$ cat config.mk
export PLATFORM = sky130hd
export DESIGN_NAME = ow_bus_monitor
export DESIGN_NICKNAME = d
export VERILOG_FILES = /design/src/rtl/ow_mon_pkg.sv /design/src/rtl/ow_sync.sv /design/src/rtl/ow_slot_timer.sv /design/src/rtl/ow_cmd_decode.sv /design/src/rtl/ow_bus_monitor.sv
export SDC_FILE = /design/constraint.sdc
export NUM_CORES = 1
export LEC_CHECK = 0
export ABC_AREA = 1
export BUFFER_PORTS_ARGS = -buffer_cell sky130_fd_sc_hd__buf_2
export CAP_MARGIN = 30
export CELL_PAD_IN_SITES_DETAIL_PLACEMENT = 0
export CELL_PAD_IN_SITES_GLOBAL_PLACEMENT = 2
export CORE_ASPECT_RATIO = 1.4
export CORE_UTILIZATION = 33
export DETAILED_ROUTE_END_ITERATION = 10
export MAX_ROUTING_LAYER = met4
export PLACE_DENSITY_LB_ADDON = 0.1
export SLEW_MARGIN = 20
export SYNTH_ARGS = -nofsm -noshare
export SYNTH_HDL_FRONTEND = slang
export SYNTH_SLANG_ARGS = --single-unit
$ cat constraint.sdc
create_clock -name clk -period 1.9 [get_ports clk]
set_clock_uncertainty 0.15 [all_clocks]
set_input_delay 0.475 -clock clk [delete_from_list [all_inputs] [get_ports clk]]
set_output_delay 0.475 -clock clk [all_outputs]
set_load 0.005 [all_outputs]
$ cat src/rtl/ow_mon_pkg.sv
package ow_mon_pkg;

  typedef enum logic [1:0] {
    SL_IDLE   = 2'd0,
    SL_SAMPLE = 2'd1,
    SL_WRISE  = 2'd2,
    SL_PRES   = 2'd3
  } slot_state_e;

  typedef enum logic [2:0] {
    CC_UNKNOWN  = 3'd0,
    CC_READ     = 3'd1,
    CC_SKIP     = 3'd2,
    CC_MATCH    = 3'd3,
    CC_SEARCH   = 3'd4,
    CC_OD_SKIP  = 3'd5,
    CC_OD_MATCH = 3'd6
  } cmd_class_e;

  localparam int NUM_CODES = 7;

  function automatic cmd_class_e classify_cmd(input logic [7:0] code);
    logic [7:0] codes [NUM_CODES];
    cmd_class_e kinds [NUM_CODES];
    cmd_class_e res;
    codes[0] = 8'h33; kinds[0] = CC_READ;
    codes[1] = 8'h0F; kinds[1] = CC_READ;
    codes[2] = 8'hCC; kinds[2] = CC_SKIP;
    codes[3] = 8'h55; kinds[3] = CC_MATCH;
    codes[4] = 8'hF0; kinds[4] = CC_SEARCH;
    codes[5] = 8'h3C; kinds[5] = CC_OD_SKIP;
    codes[6] = 8'h69; kinds[6] = CC_OD_MATCH;
    res = CC_UNKNOWN;
    for (int i = 0; i < NUM_CODES; i++) begin
      if (code == codes[i]) res = kinds[i];
    end
    return res;
  endfunction

endpackage

$ cat src/rtl/ow_sync.sv
module ow_sync #(
  parameter int STAGES = 2
) (
  input  logic clk,
  input  logic rst,
  input  logic din,
  output logic level,
  output logic fall,
  output logic rise
);
  logic [STAGES-1:0] chain;
  logic              prev;

  generate
    for (genvar g = 0; g < STAGES; g++) begin : g_stage
      if (g == 0) begin : g_first
        always_ff @(posedge clk) begin
          if (rst) chain[0] <= 1'b1;
          else     chain[0] <= din;
        end
      end else begin : g_next
        always_ff @(posedge clk) begin
          if (rst) chain[g] <= 1'b1;
          else     chain[g] <= chain[g-1];
        end
      end
    end
  endgenerate

  always_ff @(posedge clk) begin
    if (rst) prev <= 1'b1;
    else     prev <= chain[STAGES-1];
  end

  assign level = chain[STAGES-1];
  assign fall  = prev & ~level;
  assign rise  = ~prev & level;
endmodule

$ cat src/rtl/ow_slot_timer.sv
module ow_slot_timer
  import ow_mon_pkg::*;
#(
  parameter int T_CLKS = 1500
) (
  input  logic clk,
  input  logic rst,
  input  logic level,
  input  logic fall,
  input  logic rise,
  output logic bit_valid,
  output logic bit_val,
  output logic rst_valid,
  output logic pres_valid,
  output logic dev_present
);
  localparam int RST_CLKS  = 8 * T_CLKS;
  localparam int PRES_CLKS = (5 * T_CLKS + 1) / 2;
  localparam int CW        = $clog2(RST_CLKS + 2) + 1;
  localparam logic [CW-1:0] CNT_MAX = {CW{1'b1}};
  localparam logic [CW-1:0] T_CNT   = CW'(T_CLKS);
  localparam logic [CW-1:0] R_CNT   = CW'(RST_CLKS);
  localparam logic [CW-1:0] P_CNT   = CW'(PRES_CLKS);

  slot_state_e   state;
  logic [CW-1:0] cnt;
  logic [CW-1:0] cnt_inc;

  assign cnt_inc = (cnt == CNT_MAX) ? cnt : cnt + 1'b1;

  always_ff @(posedge clk) begin
    if (rst) begin
      state       <= SL_IDLE;
      cnt         <= '0;
      bit_valid   <= 1'b0;
      bit_val     <= 1'b0;
      rst_valid   <= 1'b0;
      pres_valid  <= 1'b0;
      dev_present <= 1'b0;
    end else begin
      bit_valid  <= 1'b0;
      rst_valid  <= 1'b0;
      pres_valid <= 1'b0;
      case (state)
        SL_IDLE: begin
          if (fall) begin
            state <= SL_SAMPLE;
            cnt   <= CW'(1);
          end
        end
        SL_SAMPLE: begin
          cnt <= cnt_inc;
          if (cnt == T_CNT) begin
            bit_valid <= 1'b1;
            bit_val   <= level;
            state     <= level ? SL_IDLE : SL_WRISE;
          end
        end
        SL_WRISE: begin
          if (rise) begin
            if (cnt > R_CNT) begin
              rst_valid <= 1'b1;
              cnt       <= CW'(1);
              state     <= SL_PRES;
            end else begin
              state <= SL_IDLE;
            end
          end else begin
            cnt <= cnt_inc;
          end
        end
        SL_PRES: begin
          cnt <= cnt_inc;
          if (cnt == P_CNT) begin
            pres_valid  <= 1'b1;
            dev_present <= ~level;
            state       <= SL_IDLE;
          end
        end
        default: state <= SL_IDLE;
      endcase
    end
  end
endmodule

$ cat src/rtl/ow_cmd_decode.sv
module ow_cmd_decode
  import ow_mon_pkg::*;
#(
  parameter int CMD_BITS = 8
) (
  input  logic                clk,
  input  logic                rst,
  input  logic                bit_valid,
  input  logic                bit_val,
  input  logic                rst_valid,
  output logic                cmd_valid,
  output logic [CMD_BITS-1:0] cmd_byte,
  output logic [2:0]          cmd_class
);
  localparam int BW = $clog2(CMD_BITS);

  logic                collecting;
  logic [BW-1:0]       bcnt;
  logic [CMD_BITS-1:0] shreg;
  logic [CMD_BITS-1:0] next_byte;

  always_comb begin
    next_byte       = shreg;
    next_byte[bcnt] = bit_val;
  end

  always_ff @(posedge clk) begin
    if (rst) begin
      collecting <= 1'b1;
      bcnt       <= '0;
      shreg      <= '0;
      cmd_valid  <= 1'b0;
      cmd_byte   <= '0;
      cmd_class  <= CC_UNKNOWN;
    end else begin
      cmd_valid <= 1'b0;
      if (rst_valid) begin
        collecting <= 1'b1;
        bcnt       <= '0;
        shreg      <= '0;
      end else if (bit_valid && collecting) begin
        if (bcnt == BW'(CMD_BITS - 1)) begin
          cmd_valid  <= 1'b1;
          cmd_byte   <= next_byte;
          cmd_class  <= classify_cmd(8'(next_byte));
          collecting <= 1'b0;
          bcnt       <= '0;
          shreg      <= '0;
        end else begin
          shreg <= next_byte;
          bcnt  <= bcnt + 1'b1;
        end
      end
    end
  end
endmodule

$ cat src/rtl/ow_bus_monitor.sv
module ow_bus_monitor #(
  parameter int T_CLKS      = 1500,
  parameter int SYNC_STAGES = 2
) (
  input  logic       clk,
  input  logic       rst,
  input  logic       ow_in,
  output logic       bit_valid,
  output logic       bit_val,
  output logic       rst_valid,
  output logic       pres_valid,
  output logic       dev_present,
  output logic       cmd_valid,
  output logic [7:0] cmd_byte,
  output logic [2:0] cmd_class
);
  logic lvl, fall, rise;

  ow_sync #(.STAGES(SYNC_STAGES)) u_sync (
    .clk(clk), .rst(rst), .din(ow_in),
    .level(lvl), .fall(fall), .rise(rise)
  );

  ow_slot_timer #(.T_CLKS(T_CLKS)) u_slot (
    .clk(clk), .rst(rst), .level(lvl), .fall(fall), .rise(rise),
    .bit_valid(bit_valid), .bit_val(bit_val), .rst_valid(rst_valid),
    .pres_valid(pres_valid), .dev_present(dev_present)
  );

  ow_cmd_decode #(.CMD_BITS(8)) u_cmd (
    .clk(clk), .rst(rst), .bit_valid(bit_valid), .bit_val(bit_val),
    .rst_valid(rst_valid), .cmd_valid(cmd_valid), .cmd_byte(cmd_byte),
    .cmd_class(cmd_class)
  );
endmodule

==> impl_metrics.py <==
metrics = {
    "logic_synthesis": {
        "synth_flop_cell": "dfxtp_1",
        "yosysMostFrequentCell": "nand2_1",
        "syn-cell-area_um2": 2879,
        "synth.top_cells.by_area": "dfxtp_1 34%, nand2_1 17%, nand3_1 7.0%",
        "ys.warnings.count": 0,
        "synth_nets": 448,
        "async_flop_share": 0,
        "synth_top_area_share": 0.3407,
        "syn_avg_cell_area_um2": 6.543,
        "synthCells": 440,
        "yosysSeqAreaShare": 0.3407,
        "yosysTopAreaCell": "dfxtp_1",
        "synthDistinctLibCells": 32,
        "synth_common_cells": "129 x nand2_1, 49 x dfxtp_1, 43 x inv_1",
        "ys_seq_elements": 49,
        "synth_edf_count": 0,
    },
    "drt": {
        "drt_first_pass_iters": 4,
        "routed_wl_um": 8730,
        "drt_iter0_drc": 127,
        "viasPerCell": 5.053,
        "wl_per_cell_um": 14.97,
        "vias": 2946,
        "drc": 0,
        "ant_nets": 0,
    },
    "global_route": {
        "grtUsageMet3": 0.03089,
        "first_global_vias": 2834,
        "antenna_found_initial": 0,
        "overflow": 0,
        "use_met2": 0.3854,
        "grt_max_degree": 22,
        "grt_first_pass_wirelength_um": 13880,
        "grt_use_total": 0.2084,
        "grt-busiest-layer": "met2",
        "met1_usage": 0.2092,
    },
    "floorplanning": {
        "initial_core_util": 0.3471,
        "die_w_um": 80.94,
        "ios": 20,
        "fp-row-count": 39,
        "core_area_um2": 8295,
        "dieHeight_um": 112.5,
        "dieArea_um2": 9107,
    },
    "setup_path": {
        "crit_fanout": 5,
        "end_kind": "register",
        "worstSetupStartpointType": "register",
        "crit_top_cell": "nand4_1",
        "worstSetupPathType": "reg2reg",
        "r2r-start": "u_slot.cnt[5]",
        "cp_slowest_stage_delay_ns": 0.38,
        "required_ns": 1.93,
        "worst-endpoint-arrival_ns": 1.80,
        "startpoint": "u_slot.cnt[5]",
        "slowest_stage": "dfxtp_1",
        "path_cells": "inv_1 > nand4_1 > nor3_1 > nand4_1 > o21ai_0 > a21oi_1",
    },
    "sta": {
        "worst_slew_pin_slew_ns": 0.5310,
        "hold_viol": 0,
        "slew_headroom": 0.6456,
        "fmaxAchievable_ghz": 0.5648,
        "hold_slack_ns": 0.2186,
        "finalCritPeriodShare": 0.9319,
        "post-route-min-period_ns": 1.771,
        "drv_slew": 0,
        "setup_violations": 0,
    },
    "power_and_ir_drop": {
        "p_total_mw": 2.928,
        "powerDensity_nw_per_um2": 839.1,
        "p_leak_nw": 1.467,
        "ir_drop_mv": 0.5829,
    },
    "finish": {
        "nNetsFinal": 488,
        "areaGrowthSynthToFinish_pct": 21.21,
        "fill_cells": 943,
        "antennaDiodeCount": 0,
        "drive_gt1_frac": 0.2141,
    },
    "clock_network": {
        "cts_max_path_buffers": 2,
        "cts_sinks": 49,
        "htree_levels": 2,
        "clk_latency_ns": 0.30,
        "cts_made_buffers": 5,
        "cts_tree": "built",
        "ctsHoldBuffers": 0,
        "clkSlewWorstSetupHoldPaths_ns": 0.07,
        "root_buffer": "clkbuf_16",
    },
    "place": {
        "portBuffers": 19,
        "hpwl_um": 6475,
        "place.gp.congestion": 0.8005,
    },
    "outcome": {
        "status": "finished, final reports clean",
    },
    "min_path": {
        "hp-start": "ow_in",
        "hold_class": "in2reg",
    },
    "run": {
        "maxCapViolations": 0,
    },
}
[layout by cell type (no fill, tap or decap), drive strengths merged]
cell type | synthesis | final
nand4 | 19 | 19
inv | 51 | 52
or2 | 2 | 2
nor2 | 45 | 45
clkinvlp | 0 | 2
a211oi | 1 | 1
nor3 | 8 | 8
clkbuf | 8 | 6
o211ai | 5 | 5
dfxtp | 49 | 49
xor2 | 3 | 3
nand2 | 138 | 138
ha | 5 | 5
nand3 | 43 | 43
a21oi | 22 | 22
buf | 6 | 46
nor4 | 1 | 1
clkinv | 1 | 1
a31oi | 10 | 10
o21ai | 23 | 23
[where the power goes]
part	switching (mW)	internal, mW	total [mW]	leakage, nW
Combinational	0.474	0.346	0.820	1.00
Sequential	0.0766	1.09	1.16	0.398
Clock	0.448	0.499	0.946	0.0680
Total	0.998	1.93	2.93	1.47
[metrics by stage]
step                      setup WS [ns]  instance area, µm²  utilization  instances    TNS, ns
after floorplan                  0.2455                2879            -        440          0
after global placement          0.05751                3197       0.3854        569          0
after detailed placement        0.07426                3197       0.3854        569          0
after CTS                       0.04478                3348       0.4036        577          0
after global routing          -0.005423                3490       0.4207        583  -0.005423
final                            0.1294                3490       0.4207        583          0
[layout make-up]
class                   count  area (µm²)  area share
flip-flops and latches     49       991.0      0.2840
clock inverters             3       26.28    0.007530
clock buffers               5       125.1     0.03586
well taps                 102       127.6     0.03657
inverters                  52       200.2     0.05737
repair buffers             47       339.1     0.09717
multi-input cells         325        1680      0.4815
[final timing paths]
path                endpoint  slack [ns]  depth (start not counted)
max           u_slot.bit_val        0.13                          6
min reg2reg     u_sync.level        0.27                          1
min          u_sync.chain[0]        0.22                          2
max reg2reg   u_slot.bit_val        0.13                          6
[timing repair]
item	CTS	global route
gates resized for setup	0	22
endpoints found under the setup margin	0	21
setup buffers	0	5
endpoints found under the hold margin	0	0
[sequential cells by signal (all words and copies together), names as in the netlist]
register and count:
u_cmd.cmd_class 3, u_slot.bit_val 1, u_slot.rst_valid 1, u_cmd.bcnt 3
u_cmd.cmd_byte 8, u_slot.bit_valid 1, u_slot.pres_valid 1, u_cmd.shreg 8
u_slot.cnt 15, u_cmd.collecting 1, u_cmd.cmd_valid 1, u_slot.state 2
u_sync.prev 1, u_sync.level 1, u_slot.dev_present 1, u_sync.chain 1
[kinds of logic after synthesis]
logic type | after synthesis | synth area share
buffers and inverters | 66 | 0.09821
XOR/XNOR | 3 | 0.009128
adder cells (fa/ha/maj) | 5 | 0.02173
flip-flops | 49 | 0.3407
AND/OR/NAND/NOR | 256 | 0.4072
AO/OA/AOI/OAI | 61 | 0.1230
[layer usage]
metal  part of all wire  wire length, µm  vias to the layer above
met4              0.022              191                        0
met2               0.55             4830                       46
li1                   -                -                     1523
met1               0.40             3504                     1363
met5                  0                0                        -
met3              0.023              204                       14
[critical path: cells and delay by family, from the launching register on]
family,cells,cell delay [ns]
AO/OA/AOI/OAI,2,0.25
buffers and inverters,1,0.18
flip-flops,1,0.38
AND/OR/NAND/NOR,3,0.70
Note: power is estimated with default switching activity, not from simulation.
